**src/rtl/trig_pkg.sv**
```systemverilog
package trig_pkg;
  // strobes sent from control to datapath each cycle
  typedef struct packed {
    logic advance;  // shift a new sample into the window
    logic capture;  // latch the current sample number as the trigger stamp
  } trigStrobe_t;
endpackage

```
**src/rtl/tot_datapath.sv**
```systemverilog
module tot_datapath
  import trig_pkg::*;
#(
  parameter int SAMPLE_W = 10,
  parameter int WIN_W    = 8,
  parameter int STAMP_W  = 32
) (
  input  logic                clk,
  input  logic                rstN,
  input  trigStrobe_t         strobe,
  input  logic [SAMPLE_W-1:0] sampleLo,
  input  logic [SAMPLE_W-1:0] sampleHi,
  input  logic                rangeSel,
  input  logic [SAMPLE_W-1:0] threshold,
  input  logic [WIN_W-1:0]    windowLen,
  output logic [WIN_W-1:0]    winCountNext,
  output logic [STAMP_W-1:0]  trigStamp
);
  localparam int HIST_DEPTH = 1 << WIN_W;

  logic [HIST_DEPTH-1:0] history;
  logic [WIN_W-1:0]      winCount;
  logic [STAMP_W-1:0]    stamp;
  logic [WIN_W-1:0]      effLen;
  logic [SAMPLE_W-1:0]   selSample;
  logic                  above;
  logic                  leaving;

  always_comb begin
    effLen       = (windowLen == '0) ? WIN_W'(1) : windowLen;
    selSample    = rangeSel ? sampleHi : sampleLo;
    above        = selSample > threshold;
    leaving      = history[effLen - WIN_W'(1)];
    winCountNext = winCount + WIN_W'(above) - WIN_W'(leaving);
  end

  always_ff @(posedge clk) begin
    if (!rstN) begin
      history   <= '0;
      winCount  <= '0;
      stamp     <= '0;
      trigStamp <= '0;
    end else begin
      if (strobe.advance) begin
        history  <= {history[HIST_DEPTH-2:0], above};
        winCount <= winCountNext;
        stamp    <= stamp + STAMP_W'(1);
      end
      if (strobe.capture) trigStamp <= stamp;
    end
  end

  AST_COUNT_BOUND: assert property (@(posedge clk) disable iff (!rstN)
    winCount <= effLen);

  AST_IDLE_FROZEN: assert property (@(posedge clk) disable iff (!rstN)
    !strobe.advance |=> ($stable(winCount) && $stable(stamp)));
endmodule

```
**src/rtl/tot_control.sv**
```systemverilog
module tot_control
  import trig_pkg::*;
#(
  parameter int WIN_W  = 8,
  parameter int HOLD_W = 16,
  parameter int RATE_W = 16
) (
  input  logic              clk,
  input  logic              rstN,
  input  logic              sampleValid,
  input  logic [WIN_W-1:0]  needCount,
  input  logic [HOLD_W-1:0] holdOff,
  input  logic [WIN_W-1:0]  winCountNext,
  output trigStrobe_t       strobe,
  output logic              trigOut,
  output logic [RATE_W-1:0] trigCount
);
  logic [HOLD_W-1:0] holdCnt;
  logic              fire;

  always_comb begin
    fire = sampleValid && (needCount != '0) && (winCountNext >= needCount)
           && (holdCnt == '0);
    strobe.advance = sampleValid;
    strobe.capture = fire;
  end

  always_ff @(posedge clk) begin
    if (!rstN) begin
      holdCnt   <= '0;
      trigOut   <= 1'b0;
      trigCount <= '0;
    end else begin
      trigOut <= fire;
      if (fire) begin
        trigCount <= trigCount + RATE_W'(1);
        holdCnt   <= holdOff;
      end else if (holdCnt != '0) begin
        holdCnt <= holdCnt - HOLD_W'(1);
      end
    end
  end

  AST_HOLDOFF_QUIET: assert property (@(posedge clk) disable iff (!rstN)
    (holdCnt != '0) |=> !trigOut);

  AST_ZERO_NEED: assert property (@(posedge clk) disable iff (!rstN)
    (needCount == '0) |=> !trigOut);

  AST_IDLE_NO_TRIG: assert property (@(posedge clk) disable iff (!rstN)
    !sampleValid |=> !trigOut);

  AST_FIRE_COND: assert property (@(posedge clk) disable iff (!rstN)
    trigOut |-> ($past(winCountNext) >= $past(needCount)));

  AST_RATE_STEP: assert property (@(posedge clk) disable iff (!rstN)
    trigOut |-> (trigCount == $past(trigCount) + RATE_W'(1)));
endmodule

```
**src/rtl/sliding_tot_trigger.sv**
```systemverilog
module sliding_tot_trigger
  import trig_pkg::*;
#(
  parameter int SAMPLE_W = 10,
  parameter int WIN_W    = 8,
  parameter int STAMP_W  = 32,
  parameter int HOLD_W   = 16,
  parameter int RATE_W   = 16
) (
  input  logic                clk,
  input  logic                rstN,
  input  logic                sampleValid,
  input  logic [SAMPLE_W-1:0] sampleLo,
  input  logic [SAMPLE_W-1:0] sampleHi,
  input  logic                rangeSel,
  input  logic [SAMPLE_W-1:0] threshold,
  input  logic [WIN_W-1:0]    windowLen,
  input  logic [WIN_W-1:0]    needCount,
  input  logic [HOLD_W-1:0]   holdOff,
  output logic                trigOut,
  output logic [STAMP_W-1:0]  trigStamp,
  output logic [RATE_W-1:0]   trigCount
);
  trigStrobe_t      strobe;
  logic [WIN_W-1:0] winCountNext;

  tot_datapath #(
    .SAMPLE_W(SAMPLE_W), .WIN_W(WIN_W), .STAMP_W(STAMP_W)
  ) uDatapath (
    .clk(clk), .rstN(rstN), .strobe(strobe),
    .sampleLo(sampleLo), .sampleHi(sampleHi), .rangeSel(rangeSel),
    .threshold(threshold), .windowLen(windowLen),
    .winCountNext(winCountNext), .trigStamp(trigStamp)
  );

  tot_control #(
    .WIN_W(WIN_W), .HOLD_W(HOLD_W), .RATE_W(RATE_W)
  ) uControl (
    .clk(clk), .rstN(rstN), .sampleValid(sampleValid),
    .needCount(needCount), .holdOff(holdOff), .winCountNext(winCountNext),
    .strobe(strobe), .trigOut(trigOut), .trigCount(trigCount)
  );
endmodule

```
**config.mk**
```make
export PLATFORM = sky130hd
export DESIGN_NAME = sliding_tot_trigger
export DESIGN_NICKNAME = d
export VERILOG_FILES = /design/src/rtl/trig_pkg.sv /design/src/rtl/tot_datapath.sv /design/src/rtl/tot_control.sv /design/src/rtl/sliding_tot_trigger.sv
export SDC_FILE = /design/constraint.sdc
export NUM_CORES = 1
export LEC_CHECK = 0
export CAP_MARGIN = 20
export CELL_PAD_IN_SITES_DETAIL_PLACEMENT = 0
export CELL_PAD_IN_SITES_GLOBAL_PLACEMENT = 1
export CORE_AREA = 2 2 283 145
export CTS_CLUSTER_SIZE = 10
export DETAILED_ROUTE_END_ITERATION = 8
export DIE_AREA = 0 0 285 147
export GPL_TIMING_DRIVEN = 0
export PLACE_DENSITY = 0.86
export SKIP_CTS_REPAIR_TIMING = 1
export SLEW_MARGIN = 20
export SYNTH_ARGS = -nofsm -noshare
export SYNTH_HDL_FRONTEND = slang
export SYNTH_SLANG_ARGS = --single-unit
```
**constraint.sdc**
```tcl
create_clock -name clk -period 7.9 [get_ports clk]
set_input_delay 1.185 -clock clk [delete_from_list [all_inputs] [get_ports clk]]
set_output_delay 1.185 -clock clk [all_outputs]
set_load 0.005 [all_outputs]
```
==> results of run 1 <==
[synthesized netlist by cell type (3+ instances only)]
master | count | share of area [%]
sky130_fd_sc_hd__buf_4 | 5 | 0.23
sky130_fd_sc_hd__nor2_1 | 364 | 8.3
sky130_fd_sc_hd__and3_1 | 9 | 0.34
sky130_fd_sc_hd__nand3_1 | 25 | 0.76
sky130_fd_sc_hd__buf_2 | 7 | 0.21
sky130_fd_sc_hd__xnor2_1 | 25 | 1.3
sky130_fd_sc_hd__a21oi_1 | 20 | 0.61
sky130_fd_sc_hd__mux4_1 | 14 | 2.2
sky130_fd_sc_hd__nand4_1 | 11 | 0.42
sky130_fd_sc_hd__nor4_1 | 16 | 0.61
sky130_fd_sc_hd__mux2_2 | 11 | 0.76
sky130_fd_sc_hd__and2_1 | 5 | 0.19
sky130_fd_sc_hd__o21ai_0 | 12 | 0.37
sky130_fd_sc_hd__and4_1 | 5 | 0.27
sky130_fd_sc_hd__xor2_1 | 27 | 1.4
sky130_fd_sc_hd__o41ai_1 | 5 | 0.27
sky130_fd_sc_hd__mux4_2 | 50 | 6.9
sky130_fd_sc_hd__mux2i_1 | 313 | 19
sky130_fd_sc_hd__or4_1 | 6 | 0.27
sky130_fd_sc_hd__a211oi_1 | 6 | 0.27
sky130_fd_sc_hd__a21o_1 | 10 | 0.46
sky130_fd_sc_hd__clkbuf_1 | 60 | 1.4
sky130_fd_sc_hd__ha_1 | 30 | 2.3
sky130_fd_sc_hd__buf_1 | 23 | 0.53
sky130_fd_sc_hd__o311ai_0 | 4 | 0.21
sky130_fd_sc_hd__a22oi_1 | 10 | 0.46
sky130_fd_sc_hd__nand2_1 | 52 | 1.2
sky130_fd_sc_hd__o21bai_1 | 3 | 0.14
sky130_fd_sc_hd__or3_1 | 5 | 0.19
sky130_fd_sc_hd__inv_1 | 36 | 0.82
sky130_fd_sc_hd__dfxtp_1 | 361 | 44
sky130_fd_sc_hd__nor3_1 | 20 | 0.61
sky130_fd_sc_hd__nand2b_1 | 13 | 0.50
sky130_fd_sc_hd__a31oi_1 | 6 | 0.23
sky130_fd_sc_hd__a22o_1 | 6 | 0.32
sky130_fd_sc_hd__a221oi_1 | 3 | 0.16
[critical path, delay by kind of cell]
kind                     cells  cell delay [ps]
AO/OA/AOI/OAI               13             2360
XOR/XNOR                     2              360
adder cells (fa/ha/maj)      4             1010
buffers and inverters        9             1760
multiplexers                 1              260
AND/OR/NAND/NOR              6             1170
[per-layer routing]
| metal | vias up | share of wire (%) | global-route usage (%) | routed length, um |
|---|---|---|---|---|
| met5 | - | 0 | 0 | 0 |
| met4 | 0 | 1.6 | 4.21 | 652 |
| met3 | 59 | 6.6 | 3.79 | 2710 |
| met2 | 342 | 40 | 26.1 | 16400 |
| met1 | 6146 | 52 | 30.7 | 21600 |
| li1 | 5967 | - | - | - |
[where the power goes]
| group | internal (uW) | switching (uW) |
|---|---|---|
| registers | 1870 | 46.1 |
| logic | 451 | 642 |
| clock network | 1010 | 726 |
| total | 3330 | 1410 |
[per-stage QoR]
step                      setup slack, ps  hold slack [ps]  util, %  instance area (um2)  TNS (ps)
after CTS                           -2240              484     48.8                19400   -131140
after detailed placement            -2750              474     45.9                18200   -168420
after global routing                -87.2              507     49.9                19800     -1200
final                                 175              481     49.9                19800         0
after floorplan                       118              455        -                16400         0
after global placement              -2680              457     45.8                18200   -164630
[worst paths after layout]
kind	start	to	depth (start not counted)
worst max-delay path	windowLen[1]	uDatapath.trigStamp[14]$_SDFFE_PN0P_	35
worst min-delay path	uControl.trigCount[15]$_SDFFE_PN0P_	uControl.trigCount[15]$_SDFFE_PN0P_	2
worst max register to register	uDatapath.history[39]$_SDFFE_PN0P_	uDatapath.trigStamp[14]$_SDFFE_PN0P_	25
worst min register to register	uControl.trigCount[15]$_SDFFE_PN0P_	uControl.trigCount[15]$_SDFFE_PN0P_	2
[flip-flops by register name, summed over array words and instances (netlist names)]
| signal | count |
|---|---|
| uDatapath.stamp | 32 |
| uControl.trigCount | 16 |
| uControl.trigOut | 1 |
| uDatapath.winCount | 8 |
| uDatapath.trigStamp | 32 |
| uDatapath.history | 256 |
| uControl.holdCnt | 16 |
[cell type report]
type                            instances  area, um2  share of cell area (%)
Tap cell                              540        676                    3.41
Multi-Input combinational cell       1110       8780                    44.4
Sequential cell                       361       7230                    36.5
Clock inverter                          3       58.8                   0.297
Inverter                               37        139                   0.702
Timing Repair Buffer                  126       1250                    6.31
Buffer                                 96        566                    2.86
Clock buffer                           47       1100                    5.56
[cells by family (layout without fill, tap and decap cells)]
| kind of cell | count (synthesis) | count (layout) |
|---|---|---|
| AND/OR/NAND/NOR | 540 | 540 |
| multiplexers | 388 | 388 |
| flip-flops | 361 | 361 |
| buffers and inverters | 135 | 309 |
| AO/OA/AOI/OAI | 99 | 99 |
| XOR/XNOR | 52 | 52 |
| adder cells (fa/ha/maj) | 31 | 31 |
==> impl_summary.md, run 1 <==
GRT
The wire length of the first global-routing pass is 64600 um. The aggregate global-route resource usage is 19.2%. The initial antenna violation count is 0.

Summed over all layers, the global routing overflow is 0. The via count of the first global-routing pass is 11737. The largest net degree at the start of global routing is 12.

Placed design
The HPWL after detailed placement is 29800 um. The final weighted congestion in routability-driven placement is 0.864. After detailed placement, the design holds a cell count of 2257. The number of port buffers is 111.

Floorplan
The core area is 39700 um2. The initialized floorplan defines 52 standard-cell rows. The die extent in x is 285 um. For this configuration, the core starts out at a cell density of 41.3%. 115 I/O pins were placed.

The area enclosed by the die boundary is 41900 um2. The vertical extent of the die is 147 um.

Synth
For this run, the number of Yosys warnings is 0. The proportion of register bits with asynchronous set or reset after synthesis is 0%. The area fraction in and, or, nand and nor cells after synthesis is 14.1%. When the netlist entered floorplanning its net count stood at 1703.

Of the post-synthesis cell area, the part taken by muxes is 29.0%. After synthesis the cells add up to 16400 um2. By area, the combinational part of the netlist is dominated by multiplexers. The area fraction in compound gates after synthesis is 4.19%. The mean cell area of the mapped netlist is 10.2 um2. After Yosys synthesis, full adders, half adders and majority gates account for 2.41% of the synthesized area.

In this run, synthesis inferred 0 flip-flops with an integrated enable. The share of the Yosys chip area taken by registers is 44.1%. The post-synthesis instance total is 1606. The most used flip-flop cell after synthesis is sky130_fd_sc_hd__dfxtp_1. The total of flip-flops plus latches after synthesis is 361. The area share of xor/xnor cells in the synthesized design is 2.78%.

The count of unique library cells instantiated by Yosys is 57.

Finish
The final layout contains 1871 nets. The filler cell count in the final layout is 3550. The number of diodes is 0. Relative to the synthesized area, the layout overhead comes to 20.7%. In the layout the commonest cells are 361 x sky130_fd_sc_hd__nor2_1, 361 x sky130_fd_sc_hd__dfxtp_1, 311 x sky130_fd_sc_hd__mux2i_1.

The final cell count without fillers is 2320. The fraction of final layout cells with drive strength greater than 1 is 9.61%.

STA
The minimum clock period after layout is 7720 ps. Headroom to the max-slew limit came out at 45.3%. The part of the cycle the worst path needs is 97.8%. Timing would allow up to 129 MHz. The number of failing hold endpoints at the final stage was 0. Clock skew on the completed layout was measured at 20.3 ps. The transition time at the pin with the least slew margin is 821 ps.

The final max-slew violation count is 0. The total setup violations reported at the end of the flow is 0.

Power
The total chip power is 4750 uW. Summed over all cells, the static leakage comes to 0.00805 uW. In this run the power density over the cells is 240 nW/um2. IR analysis of the VDD net gives a maximum drop of 0.146 mV.

Worst setup path
The critical path in this run is classified as primary input to register. By instance count, the cell type seen most on the critical path is sky130_fd_sc_hd__ha_1. The setup check on the worst reg-to-reg path leaves a slack of 2210 ps. The worst setup path is launched from a primary input. The largest single stage delay on the critical path is 520 ps. The endpoint type of the worst setup path is a register. At the worst endpoint, the required time is 8300 ps. The data arrival at the endpoint of the critical path is 8130 ps. For this design, the slowest cell found on the critical path is sky130_fd_sc_hd__clkdlybuf4s50_1. Along the worst path, the maximum fanout reaches 10.

Clocking
CTS placed an instance of sky130_fd_sc_hd__clkbuf_16 at the clock tree root. The clock buffer count from CTS is 42. The clock passes through at most 3 buffers. The clock network latency to the later pin of the worst-skew pair is 550 ps.

The clock drives 361 sinks. The number of levels the H-tree was split into is 2. The clock input transition at the sequential cells of the worst setup and hold paths is 60 ps.

The clock tree from TritonCTS is done.

Drt
The final route contains 12514 vias. In the final routed layout, each cell accounts on average for 17.8 um. The detail-routed via count per cell is 5.39. After detailed routing, the total wire length is 41300 um. For this run, the detailed router's first-pass iteration total came to 5. For this block, the initial DRC count from the detailed router was 1018. The residual DRC count is 0.

In this run the remaining antenna-violating nets after routing total 0.

Min path
The worst hold path belongs to the class register to register.

Job
The max-cap violation count is 0.

Outcome
The flow ran to the end, and the final reports show no timing, DRC or antenna violations.
No activity file was read; power rests on OpenSTA's default activity.
==> run 2: changes to the inputs <==
- CORE_AREA: 2 2 283 145 -> 2 2 289 148
- DIE_AREA: 0 0 285 147 -> 0 0 291 150
- PLACE_DENSITY: 0.86 -> 0.88
- SKIP_LAST_GASP: not set -> 1
- SYNTH_HIERARCHICAL: not set -> 1
==> impl_summary.md, run 2 <==
Finish
The number of nets in the finished design was 1975 (+5.6%). The flip-flop count of the largest register after layout is 256 (unchanged). The largest registers in the layout are uDatapath/history (256), uDatapath/stamp (32), uDatapath/trigStamp (32). The library cells used most frequently in the layout, excluding fill and tap cells, are 361 x sky130_fd_sc_hd__dfxtp_1, 325 x sky130_fd_sc_hd__mux2i_1, 301 x sky130_fd_sc_hd__nor2b_1.

The finished layout cell area is 21300 um2 (+7.4%). The largest register by flop count is uDatapath/history. Leaving out fill and tap cells, the most frequent cell in the layout is sky130_fd_sc_hd__dfxtp_1. The signed area change from the synthesized netlist to the final layout is 21.0%.

The fraction of final layout cells with drive strength greater than 1 is 11.3% (+1.7 points). The end-of-flow core utilization was 51.5% (+1.6 points). The final cell count without fillers was 2432 (+4.8%).

STA
The total setup violations reported at the end of the flow was 0 (unchanged). The worst slew margin relative to its limit came to 33.6% (-12 points). The setup skew after layout is 15.9 ps (-4.46 ps).

The final max-slew violation count is 0 (unchanged). The minimum clock period after layout is 7790 ps (+61.3 ps). The number of failing hold endpoints at the final stage is 0 (unchanged).

The transition time at the pin with the least slew margin came to 984 ps (+163 ps). The fmax is 128 MHz (-0.79%). The part of the cycle the worst path needs is 98.6% (+0.78 points).

Placed design
The post-detailed-placement cell area is 19500 um2 (+7.0%). The number of port buffers is 113 (+1.8%). The number of placed instances, taps included is 2357 (+4.4%). The HPWL after detailed placement is 33300 um (+12%). The final weighted congestion in routability-driven placement was 0.894 (+3.4%).

Synth
Sorting the synthesized cells by how often they occur yields 361 x sky130_fd_sc_hd__dfxtp_1, 325 x sky130_fd_sc_hd__mux2i_1, 301 x sky130_fd_sc_hd__nor2b_1, 79 x sky130_fd_sc_hd__clkbuf_1, 70 x sky130_fd_sc_hd__nand2_1. The cell taking the most area after synthesis is sky130_fd_sc_hd__dfxtp_1. The area share of the largest cell type after synthesis came to 41.1% (-2.9 points). The count of unique library cells instantiated by Yosys is 68 (+19%). By area the synthesized netlist is led by sky130_fd_sc_hd__dfxtp_1 41%, sky130_fd_sc_hd__mux2i_1 19%, sky130_fd_sc_hd__nor2b_1 11%, sky130_fd_sc_hd__mux4_2 5.0%, sky130_fd_sc_hd__ha_1 2.2%. The mapped cell area came to 17600 um2 (+7.2%).

The post-synthesis net count is 1792 (+5.2%). In the synthesized netlist the dominant register cell turns out to be sky130_fd_sc_hd__dfxtp_1. The count of yosys warnings during synthesis is 6 (+6). The most numerous cell in the Yosys netlist is sky130_fd_sc_hd__dfxtp_1.

The post-synthesis instance total is 1694 (+5.5%). The number of enable-type register cells in the synthesized netlist was 0 (unchanged). The proportion of register bits with asynchronous set or reset after synthesis is 0% (unchanged). The mean cell area of the mapped netlist was 10.4 um2 (+1.6%). The part of the Yosys area used for sequential elements was 41.1% (-2.9 points). The total of flip-flops plus latches after synthesis is 361 (unchanged).

Floorplan
The vertical extent of the die came to 150 um (+2.0%). The area enclosed by the die boundary is 43700 um2 (+4.2%). The core area is 41300 um2 (+4.1%).

The standard-cell row count came to 53 (+1.9%). The die extent in x was 291 um (+2.1%). The top-level port count is 115 (unchanged). The initial cell density of the core is 42.6% (+1.2 points).

Drt
The number of optimization iterations in the first detailed-route pass was 5 (unchanged). The violation count after the first detailed-routing iteration is 1094 (+7.5%). The detail-routed via count per cell is 5.43 (+0.65%). The total length of routed wires is 46400 um (+12%). The post-detailed-route wirelength per cell is 19.1 um (+7.0%). The routed via count is 13203 (+5.5%).

The residual DRC count is 0 (unchanged). The remaining antenna violation count after routing is 0 (unchanged).

Power
The maximum vdd ir drop is 0.165 mV (+13%). The standby leakage power is 0.00802 uW (-0.40%). The power density normalized to cell area is 231 nW/um2 (-3.6%).

Worst setup path
The maximum single-stage delay on the critical path is 460 ps (-60 ps). The largest fanout on the critical path is 10 (unchanged). The required time of the critical path came to 8340 ps (+40 ps). The critical path startpoint category is a primary input. The critical path in this run is classified as primary input to register.

The data arrival at the endpoint of the critical path is 8230 ps (+100 ps). The reg2reg setup slack is 1950 ps (-260 ps). The cell count of the worst reg-to-reg path is 27 (+8.0%).

In this run the critical register-to-register path is captured at uDatapath/trigStamp[3]$_SDFFE_PN0P_. STA classifies the critical path endpoint as a register. The startpoint of the worst register-to-register path is uDatapath/history[95]$_SDFFE_PN0P_. The standard cell with the maximum stage delay on the critical path is sky130_fd_sc_hd__or4_4.

Clocking
The number of levels the H-tree was split into was 2 (unchanged). The clock root buffer master is sky130_fd_sc_hd__clkbuf_16. The clock tree from TritonCTS is done.

The clock network latency to the later pin of the worst-skew pair is 550 ps (about the same). The clock buffer count from CTS was 42 (unchanged). The count of clock tree sinks is 361 (unchanged). The clock input transition at the sequential cells of the worst setup and hold paths is 60 ps (about the same). The number of buffers between clock root and the deepest sink is 3 (unchanged).

Job
The max-cap violation count came to 0 (unchanged).

Min path
The sink of the worst hold path is uControl/trigCount[15]$_SDFFE_PN0P_. The class of the tightest hold or removal check is register to register. The instance count along the most critical hold path is 2 (unchanged). The startpoint identified for the worst hold timing path is uControl/trigCount[15]$_SDFFE_PN0P_.

GRT
The largest net degree at the start of global routing is 14 (+2). The wire length of the first global-routing pass came to 70900 um (+9.8%). The initial antenna violation count is 0 (unchanged). The aggregate global-route resource usage is 20.5% (+1.3 points). The via count of the first global-routing pass is 12447 (+6.0%). The total global routing overflow is 0 (unchanged).

Outcome
The run finished with clean final reports.
-- run 2: cell count changes after synthesis, sizes merged, moves of 10 or more --
cell,delta
nand3,+18
o31ai,+11
nand2,+19
nand4,+14
a21oi,+22
mux2i,+12
mux4,-14
xnor2,+10
clkbuf,+19
nor2,-341
xor2,-18
and2,+24
nor2b,+299
-- run 2: per-stage QoR --
step	power (uW)	hold slack (ps)	setup TNS [ps]	setup slack, ps
3_5_place_dp	3030	466	-175340	-3090
6_report	4920	473	0	114
3_3_place_gp	3000	462	-159170	-2840
5_1_grt	5140	494	-3100	-133
2_1_floorplan	2710	462	0	9.19
4_1_cts	4740	473	-138140	-2550
-- run 2: report_power, final --
group | total [uW] | switching [uW] | internal [uW]
Clock | 1710 | 740 | 967
Combinational | 1300 | 751 | 553
Sequential | 1910 | 46.9 | 1860
-- run 2: final cells by class --
class | count | area [um2]
diodes | 1 | 2.50
plain buffers | 109 | 677
clock buffers | 45 | 1080
clock inverters | 3 | 37.5
fillers | 3638 | 20000
inverters | 38 | 143
multi-input cells | 1184 | 9990
flip-flops and latches | 361 | 7230
well taps | 550 | 688
repair buffers | 141 | 1420
-- run 2: how the worst max path moves through the flow --
stage	endpoint	slack, ps	from	depth (start not counted)
floorplan	uDatapath/trigStamp[10]$_SDFFE_PN0P_	9	windowLen[3]	38
global placement	uDatapath/trigStamp[12]$_SDFFE_PN0P_	-2840	windowLen[2]	37
detailed placement	uDatapath/trigStamp[8]$_SDFFE_PN0P_	-3090	windowLen[2]	37
CTS	uDatapath/trigStamp[8]$_SDFFE_PN0P_	-2550	windowLen[2]	37
global route	uDatapath/trigStamp[13]$_SDFFE_PN0P_	-130	windowLen[0]	32
finish	uDatapath/trigStamp[3]$_SDFFE_PN0P_	110	windowLen[4]	35
-- run 2: routing by layer --
metal / wire (um) / global-route usage, % / vias up
li1: - / - / 6351
met1: 24500 / 32.5 / 6452
met2: 18100 / 27.5 / 340
met3: 3150 / 4.89 / 60
met4: 628 / 3.76 / 0
met5: 0 / 0 / -
-- run 2: worst max-delay path: cells and delay by family --
| kind | cells | cell delay (ps) |
|---|---|---|
| xor gates and xnor gates | 2 | 340 |
| adders and majority gates | 4 | 1060 |
| buffers and inverters | 10 | 1550 |
| muxes | 1 | 180 |
| and+or+nand+nor | 8 | 1820 |
| AOI/OAI and AO/OA | 10 | 2070 |
-- run 2: kinds of logic after synthesis --
kind of cell / after synthesis / share of synthesized area [%]
multiplexers: 390 / 26.1
XOR/XNOR: 44 / 2.19
AND/OR/NAND/NOR: 578 / 19.4
flip-flops: 361 / 41.1
buffers and inverters: 149 / 3.54
adder cells (fa/ha/maj): 32 / 2.32
AO/OA/AOI/OAI: 140 / 5.38
